[src/rtl/pcs_pkg.sv]
package pcs_pkg;

    typedef enum logic [1:0] {
        RQ_WRITE = 2'd0,
        RQ_SECT  = 2'd1,
        RQ_CHIP  = 2'd2,
        RQ_PROT  = 2'd3
    } rq_op_e;

    typedef enum logic [2:0] {
        CM_RDSR   = 3'd0,
        CM_WREN   = 3'd1,
        CM_WRSR   = 3'd2,
        CM_PROG   = 3'd3,
        CM_SERASE = 3'd4,
        CM_CERASE = 3'd5
    } cm_op_e;

    typedef enum logic [2:0] {
        RC_DONE   = 3'd0,
        RC_BUSY   = 3'd1,
        RC_RANGE  = 3'd2,
        RC_WPROT  = 3'd3,
        RC_HWPROT = 3'd4
    } rc_e;

    typedef enum logic [3:0] {
        S_IDLE,
        S_STAT,
        S_STAT_W,
        S_WEN,
        S_WEN_W,
        S_WSR,
        S_WSR_W,
        S_CHK,
        S_CHK_W,
        S_LAUNCH
    } st_e;

endpackage

[src/rtl/pcs_range_check.sv]
module pcs_range_check
    import pcs_pkg::*;
#(
    parameter int ADDR_W    = 16,
    parameter int LEN_W     = 6,
    parameter int MEM_BYTES = 49152
) (
    input  rq_op_e              op,
    input  logic [ADDR_W-1:0]   addr,
    input  logic [LEN_W-1:0]    len,
    output logic [ADDR_W:0]     last,
    output logic                oor
);
    localparam int XW = ADDR_W + 1;

    logic [XW-1:0] base;
    logic          oor_wr;
    logic          oor_base;

    assign base = {1'b0, addr};
    assign last = base + XW'(len);

    generate
        if (MEM_BYTES >= (1 << ADDR_W)) begin : g_full
            // every start address exists; only a page running past the top fails
            assign oor_wr   = last[ADDR_W];
            assign oor_base = 1'b0;
        end else begin : g_part
            localparam logic [XW-1:0] LIM = XW'(MEM_BYTES);
            assign oor_wr   = (last >= LIM);
            assign oor_base = (base >= LIM);
        end
    endgenerate

    always_comb begin
        unique case (op)
            RQ_WRITE: oor = oor_wr;
            RQ_SECT:  oor = oor_base;
            default:  oor = 1'b0;
        endcase
    end

endmodule

[src/rtl/pcs_wp_region.sv]
module pcs_wp_region #(
    parameter int PW        = 17,
    parameter int MEM_BYTES = 49152
) (
    input  logic [1:0]    bp,
    input  logic [PW-1:0] probe,
    input  logic          whole,
    output logic          hit
);
    logic [3:0] over;

    assign over[0] = 1'b0;

    generate
        for (genvar g = 1; g < 4; g++) begin : g_code
            if (g == 3) begin : g_all
                assign over[g] = 1'b1;
            end else begin : g_part
                localparam int BASE = (g == 1) ? (MEM_BYTES - MEM_BYTES / 4)
                                               : (MEM_BYTES / 2);
                assign over[g] = (probe >= PW'(BASE));
            end
        end
    endgenerate

    assign hit = (bp != 2'b00) && (whole || over[bp]);

endmodule

[src/rtl/wp_precheck_seq.sv]
module wp_precheck_seq
    import pcs_pkg::*;
#(
    parameter int ADDR_W    = 16,
    parameter int LEN_W     = 6,
    parameter int MEM_BYTES = 49152,
    parameter int BP_LSB    = 2
) (
    input  logic              clk,
    input  logic              rst_n,
    input  logic              req_valid,
    output logic              req_ready,
    input  logic [1:0]        req_op,
    input  logic [ADDR_W-1:0] req_addr,
    input  logic [LEN_W-1:0]  req_len,
    input  logic [1:0]        req_bp,
    input  logic              eng_idle,
    output logic              cmd_valid,
    output logic [2:0]        cmd_op,
    output logic [ADDR_W-1:0] cmd_addr,
    output logic [LEN_W-1:0]  cmd_len,
    output logic [7:0]        cmd_wdata,
    input  logic              cmd_done,
    input  logic [7:0]        cmd_rdata,
    output logic              rsp_done,
    output logic [2:0]        rsp_code
);
    localparam int       PW        = ADDR_W + 1;
    localparam logic [7:0] PROT_MASK = 8'h03 << BP_LSB;

    st_e               state_q, nxt;
    rq_op_e            op_q;
    logic [ADDR_W-1:0] addr_q;
    logic [LEN_W-1:0]  len_q;
    logic [1:0]        bp_q;
    logic [PW-1:0]     probe_q;
    rc_e               code_q;
    logic              done_q;
    cm_op_e            last_cmd_q;

    logic              fin;
    rc_e               fin_code;
    cm_op_e            cmd_kind;
    logic              accept;
    rq_op_e            req_kind;
    logic [PW-1:0]     req_last;
    logic              rng_oor;
    logic              wp_hit;
    logic              st_busy;
    logic [1:0]        st_bp;
    logic [7:0]        wsr_byte;
    logic              rb_match;

    assign req_kind = rq_op_e'(req_op);
    assign req_ready = (state_q == S_IDLE) && !done_q;
    assign accept = req_valid && req_ready;

    pcs_range_check #(
        .ADDR_W   (ADDR_W),
        .LEN_W    (LEN_W),
        .MEM_BYTES(MEM_BYTES)
    ) i_range (
        .op  (req_kind),
        .addr(req_addr),
        .len (req_len),
        .last(req_last),
        .oor (rng_oor)
    );

    assign st_busy  = cmd_rdata[0];
    assign st_bp    = cmd_rdata[BP_LSB +: 2];
    assign wsr_byte = {6'd0, bp_q} << BP_LSB;
    assign rb_match = ((cmd_rdata ^ wsr_byte) & PROT_MASK) == 8'h00;

    pcs_wp_region #(
        .PW       (PW),
        .MEM_BYTES(MEM_BYTES)
    ) i_region (
        .bp   (st_bp),
        .probe(probe_q),
        .whole(op_q == RQ_CHIP),
        .hit  (wp_hit)
    );

    // next state and verdict
    always_comb begin
        nxt      = state_q;
        fin      = 1'b0;
        fin_code = RC_DONE;
        unique case (state_q)
            S_IDLE: begin
                if (accept) begin
                    if (!eng_idle) begin
                        fin      = 1'b1;
                        fin_code = RC_BUSY;
                    end else if (rng_oor) begin
                        fin      = 1'b1;
                        fin_code = RC_RANGE;
                    end else begin
                        nxt = S_STAT;
                    end
                end
            end
            S_STAT: nxt = S_STAT_W;
            S_STAT_W: begin
                if (cmd_done) begin
                    if (st_busy) begin
                        fin      = 1'b1;
                        fin_code = RC_BUSY;
                        nxt      = S_IDLE;
                    end else if (op_q != RQ_PROT && wp_hit) begin
                        fin      = 1'b1;
                        fin_code = RC_WPROT;
                        nxt      = S_IDLE;
                    end else begin
                        nxt = S_WEN;
                    end
                end
            end
            S_WEN: nxt = S_WEN_W;
            S_WEN_W: begin
                if (cmd_done) begin
                    nxt = (op_q == RQ_PROT) ? S_WSR : S_LAUNCH;
                end
            end
            S_WSR: nxt = S_WSR_W;
            S_WSR_W: begin
                if (cmd_done) begin
                    nxt = S_CHK;
                end
            end
            S_CHK: nxt = S_CHK_W;
            S_CHK_W: begin
                if (cmd_done) begin
                    if (st_busy) begin
                        nxt = S_CHK;
                    end else begin
                        fin      = 1'b1;
                        fin_code = rb_match ? RC_DONE : RC_HWPROT;
                        nxt      = S_IDLE;
                    end
                end
            end
            S_LAUNCH: begin
                fin      = 1'b1;
                fin_code = RC_DONE;
                nxt      = S_IDLE;
            end
            default: nxt = S_IDLE;
        endcase
    end

    // state register and request context
    always_ff @(posedge clk or negedge rst_n) begin
        if (!rst_n) begin
            state_q    <= S_IDLE;
            op_q       <= RQ_WRITE;
            addr_q     <= '0;
            len_q      <= '0;
            bp_q       <= 2'b00;
            probe_q    <= '0;
            code_q     <= RC_DONE;
            done_q     <= 1'b0;
            last_cmd_q <= CM_RDSR;
        end else begin
            state_q <= nxt;
            done_q  <= fin;
            if (fin) begin
                code_q <= fin_code;
            end
            if (accept) begin
                op_q    <= req_kind;
                addr_q  <= req_addr;
                len_q   <= req_len;
                bp_q    <= req_bp;
                probe_q <= (req_kind == RQ_WRITE) ? req_last : {1'b0, req_addr};
            end
            if (cmd_valid) begin
                last_cmd_q <= cmd_kind;
            end
        end
    end

    // command outputs
    always_comb begin
        cmd_valid = 1'b0;
        cmd_kind  = CM_RDSR;
        unique case (state_q)
            S_STAT, S_CHK: begin
                cmd_valid = 1'b1;
                cmd_kind  = CM_RDSR;
            end
            S_WEN: begin
                cmd_valid = 1'b1;
                cmd_kind  = CM_WREN;
            end
            S_WSR: begin
                cmd_valid = 1'b1;
                cmd_kind  = CM_WRSR;
            end
            S_LAUNCH: begin
                cmd_valid = 1'b1;
                unique case (op_q)
                    RQ_SECT: cmd_kind = CM_SERASE;
                    RQ_CHIP: cmd_kind = CM_CERASE;
                    default: cmd_kind = CM_PROG;
                endcase
            end
            default: begin
                cmd_valid = 1'b0;
                cmd_kind  = CM_RDSR;
            end
        endcase
    end

    assign cmd_op    = cmd_kind;
    assign cmd_addr  = addr_q;
    assign cmd_len   = len_q;
    assign cmd_wdata = wsr_byte;
    assign rsp_done  = done_q;
    assign rsp_code  = code_q;

    // ---------------- assertions ----------------
    p_idle_reject_r1: assert property (@(posedge clk) disable iff (!rst_n)
        (accept && !eng_idle) |=> (rsp_done && rsp_code == 3'd1 && !cmd_valid));

    p_range_reject_r2: assert property (@(posedge clk) disable iff (!rst_n)
        (accept && eng_idle && rng_oor) |=> (rsp_done && rsp_code == 3'd2 && !cmd_valid));

    p_first_is_stat_r3: assert property (@(posedge clk) disable iff (!rst_n)
        accept |=> (!cmd_valid || cmd_op == 3'd0));

    p_busy_abort_r4: assert property (@(posedge clk) disable iff (!rst_n)
        (state_q == S_STAT_W && cmd_done && cmd_rdata[0]) |=> (rsp_done && rsp_code == 3'd1));

    p_wren_before_r7: assert property (@(posedge clk) disable iff (!rst_n)
        (cmd_valid && cmd_op >= 3'd2) |-> (last_cmd_q == CM_WREN));

    p_done_pulse_r11: assert property (@(posedge clk) disable iff (!rst_n)
        rsp_done |=> !rsp_done);

    p_code_legal_r11: assert property (@(posedge clk) disable iff (!rst_n)
        rsp_done |-> (rsp_code <= 3'd4));

    p_code_hold_r11: assert property (@(posedge clk) disable iff (!rst_n)
        (state_q == S_IDLE && !accept) |=> $stable(rsp_code));

    p_ready_idle_r12: assert property (@(posedge clk) disable iff (!rst_n)
        req_ready |-> !cmd_valid);

endmodule

[config.mk]
export PLATFORM = sky130hd
export DESIGN_NAME = wp_precheck_seq
export DESIGN_NICKNAME = d
export VERILOG_FILES = /design/src/rtl/pcs_pkg.sv /design/src/rtl/pcs_range_check.sv /design/src/rtl/pcs_wp_region.sv /design/src/rtl/wp_precheck_seq.sv
export SDC_FILE = /design/constraint.sdc
export NUM_CORES = 1
export LEC_CHECK = 0
export ABC_AREA = 1
export BUFFER_PORTS_ARGS = -buffer_cell sky130_fd_sc_hd__buf_4
export CAP_MARGIN = 5
export CORE_UTILIZATION = 50
export DETAILED_ROUTE_END_ITERATION = 16
export MAX_ROUTING_LAYER = met4
export PLACE_DENSITY_LB_ADDON = 0.25
export RECOVER_POWER = 100
export SYNTH_ARGS = -nofsm -noshare
export SYNTH_HDL_FRONTEND = slang
export SYNTH_SLANG_ARGS = --single-unit
[constraint.sdc]
create_clock -name clk -period 2.25 [get_ports clk]
set_clock_uncertainty 0.15 [all_clocks]
set_input_delay 0.1125 -clock clk [delete_from_list [all_inputs] [get_ports clk]]
set_output_delay 0.1125 -clock clk [all_outputs]
set_load 0.05 [all_outputs]
==> impl_metrics.py <==
metrics = {
    "outcome": {
        "status": "completed",
    },
    "floorplan": {
        "die_h_um": 70.4,
        "core_area_sq_um": 4410,
        "initial_core_util_pct": 53.0,
        "fp.dieW_um": 70.4,
        "dieArea_sq_um": 4950,
        "std_cell_rows": 24,
        "io_pins": 78,
    },
    "route": {
        "ant_nets": 0,
        "vias": 2348,
        "firstDrtPassIters": 5,
        "wirelength_mm": 5.85,
        "wl_per_cell_um": 12.5,
        "drt_iter0_drc": 163,
        "drc": 0,
        "viasPerCell": 5.03,
    },
    "synthesis": {
        "ys_seq_elements": 39,
        "synthMuxAreaShare_pct": 0,
        "yosysSeqAreaShare_pct": 41.7,
        "synth_top_family_by_area": "simple AND/OR/NAND/NOR gates",
        "syn_inst": 323,
        "synth_top_cell_area_share_pct": 41.7,
        "synth.distinct_cells": 31,
        "synth-xor-area-share_pct": 0.749,
        "syn_area_sq_um": 2340,
        "synth_area_leaders": "dfrtp_1 42%, nand2_1 17%, inv_1 6.3%",
        "synthAdderAreaFrac_pct": 5.67,
        "yosys.area_share.simple_pct": 32.6,
        "synth-compound-area-share_pct": 8.56,
        "synth_top_cell_by_area": "dfrtp_1",
        "yosysWarnings": 0,
        "syn-mean-instance-area_sq_um": 7.24,
    },
    "critical_path": {
        "crit_cells": 15,
        "rrSetupSlack_ns": 0.25,
        "rr_startpoint": "state_q[1]",
        "r2r_cells": 11,
        "crit_end": "state_q[1]",
        "critPathKind": "primary input to register",
        "end_kind": "register",
        "worstPathCellList": "dlygate4sd3_1 -> buf_4 -> ha_2 -> fa_2 -> nand2_1 -> nand3_2 -> nand2_2 -> nand2_1 -> nand2_1 -> nand2_1 -> nand2_2 -> nand3_2 -> nand2_2 -> nand2_1 -> nand2_1",
        "critPathMostFrequentCell": "nand2_1",
        "worst-path-buf-inv": 2,
        "cp.arrival_ns": 2.23,
        "reg2reg_to": "state_q[1]",
        "startpoint_type": "primary input",
        "crit_fanout": 4,
        "cp.required_ns": 2.32,
        "worst_path_max_delay_cell": "dlygate4sd3_1",
        "startpoint": "req_addr[0]",
        "cpLargestDelayFamily": "simple AND/OR/NAND/NOR gates",
        "max_stage_delay_ns": 0.54,
    },
    "power_and_ir_drop": {
        "p_sw_mw": 2.27,
        "power.density_nw_per_um2": 1320,
        "p_leak_nw": 1.65,
        "power.share.clock_pct": 11.4,
        "pwr-share-comb_pct": 58.6,
        "ir_worst_vdd_uv": 845,
        "p_sw_share_pct": 55.3,
        "pwr-share-seq_pct": 30.1,
        "p_int_mw": 1.83,
    },
    "sta": {
        "finalHoldViolCount": 0,
        "fin_crit_sh_pct": 96.2,
        "setup_viol": 0,
        "clock.fmax_mhz": 462,
        "worst_pin_slew_ns": 0.968,
        "max-slew-margin-rel_pct": 35.5,
        "rsz0062_at_grt": "no",
        "fin_setup_tns_ns": 0,
        "period_needed_ns": 2.17,
        "finalMaxSlewViolations": 0,
    },
    "cts": {
        "clock_path_buffers": 2,
        "htree_levels": 2,
        "clock-sinks": 39,
        "clock_latency_ns": 0.28,
        "clk_pin_slew_worst_paths_ns": 0.07,
        "cts_tree": "done",
        "cts_root_buffer": "clkbuf_8",
        "cts_made_buffers": 5,
        "post-cts-setup-buffers": 0,
    },
    "global_routing": {
        "grt_pass1_vias": 2224,
        "grt_max_degree": 40,
        "grt_pass1_wl_mm": 9.95,
        "grt_overflow_total": 0,
        "grt_use_total_pct": 25.8,
        "antenna_found_initial": 0,
    },
    "final_layout": {
        "final_core_util_pct": 70.3,
        "area_growth_pct": 32.6,
        "drive_gt1_share_pct": 15.4,
        "nets": 464,
        "fill_cells": 376,
        "diodes": 0,
    },
    "worst_hold_path": {
        "hold_path_class": "primary input to register",
        "hold_depth": 3,
    },
    "place": {
        "io_buffers": 66,
        "dp_hpwl_mm": 4.07,
        "gp_congestion": 0.902,
    },
    "flow_run": {
        "maxCapViolCount": 0,
    },
}
-- cell usage in the layout, fill, tap and decap left out, drive strengths merged --
master and count:
inv 41, dlygate4sd3 26, fa 1, nor2 36, a21oi 10, o22ai 3, or2 2, clkinv 1
ha 9, a21o 1, o21ai 20, o21a 1, dfrtp 39, nand4 7, or3 1, nand3 22
buf 33, xor2 2, clkbuf 42, conb 6, a32o 1, nand2 111
-- worst register-to-register path: cells and delay by family (launching register included) --
kind	cells	cell delay (ns)
compound gates	2	0.27
buf+inv	2	0.28
flops	1	0.48
simple gates	7	0.72
-- how the worst min path moves through the flow --
| stage | startpoint | end | slack (ns) |
|---|---|---|---|
| final | req_op[1] | op_q[1] | 0.02 |
| after detailed placement | rst_n | cmd_addr[7] | -0.04 |
| after floorplan | rst_n | bp_q[0] | -0.33 |
| after global placement | rst_n | cmd_addr[7] | -0.03 |
| after global routing | req_addr[14] | cmd_addr[14] | 0.02 |
| after CTS | req_op[1] | op_q[1] | 0.01 |
-- state kept, by name, indices dropped and copies added (netlist names) --
signal	flops
rsp_done	1
state_q	4
cmd_len	6
cmd_addr	16
probe_q	5
bp_q	2
rsp_code	3
op_q	2
-- stage by stage --
step / instance area (sq um) / worst slack (ns) / hold WS [ns] / std cells / power, mW
4_1_cts: 3200 / 0.0412 / 0.0115 / 467 / 4.33
3_5_place_dp: 2850 / 0.308 / -0.0351 / 434 / 3.82
6_report: 3100 / 0.0845 / 0.0207 / 467 / 4.10
5_1_grt: 3100 / 0.00313 / 0.0175 / 467 / 4.41
3_3_place_gp: 2850 / 0.331 / -0.0329 / 434 / 3.78
2_1_floorplan: 2360 / 0.0741 / -0.333 / 328 / 3.11
-- per-layer routing --
metal | GRT usage (%) | wire (um) | vias up
li1 | - | - | 1178
met1 | 31.4 | 2390 | 1093
met2 | 44.1 | 3140 | 67
met3 | 5.19 | 233 | 10
met4 | 5.56 | 85 | 0
met5 | - | 0 | -
-- power groups by stage --
stage                     Clock [mW]  Sequential, mW  Combinational, mW
after floorplan                    0            2.03               1.08
after global placement             0            1.24               2.53
after detailed placement           0            1.24               2.57
after CTS                      0.480            1.24               2.61
after global routing           0.513            1.28               2.62
final                          0.466            1.23               2.40
-- kinds of logic after synthesis --
| logic type | after synthesis |
|---|---|
| other | 1 |
| adders and majority gates | 10 |
| and+or+nand+nor | 179 |
| DFF | 39 |
| xor gates and xnor gates | 2 |
| AOI/OAI and AO/OA | 36 |
| buffers and inverters | 56 |
-- repair_timing --
action	in CTS	in global routing
gates resized for setup	0	9
setup endpoints to repair	0	8
hold buffers	26	0
hold endpoints to repair	65	0
-- synthesized netlist by cell type --
library cell,instances
nand2_1,108
dfrtp_1,39
inv_1,39
nor2_1,32
nand3_1,21
o21ai_0,16
a21oi_1,10
ha_1,9
buf_4,7
nand4_1,7
clkbuf_1,5
o21ai_1,4
buf_2,2
inv_2,2
nand2_2,2
nor2_2,2
nor2_4,2
o22ai_1,2
xor2_1,2
a21o_1,1
a32o_1,1
buf_6,1
conb_1,1
fa_1,1
nand2_4,1
nand3_2,1
o21a_1,1
o22ai_2,1
or2_1,1
or2_2,1
or3_1,1
-- layout make-up --
class	instances	area (sq um)	area share (%)
clock buffer	6	82.6	2.66
clock inverter	1	5.00	0.161
inverter	41	154	4.96
multi-input combinational	233	1160	37.6
sequential	39	976	31.5
tap	52	65.1	2.10
timing repair buffer	95	654	21.1
Power figures use the tool's default switching activity.
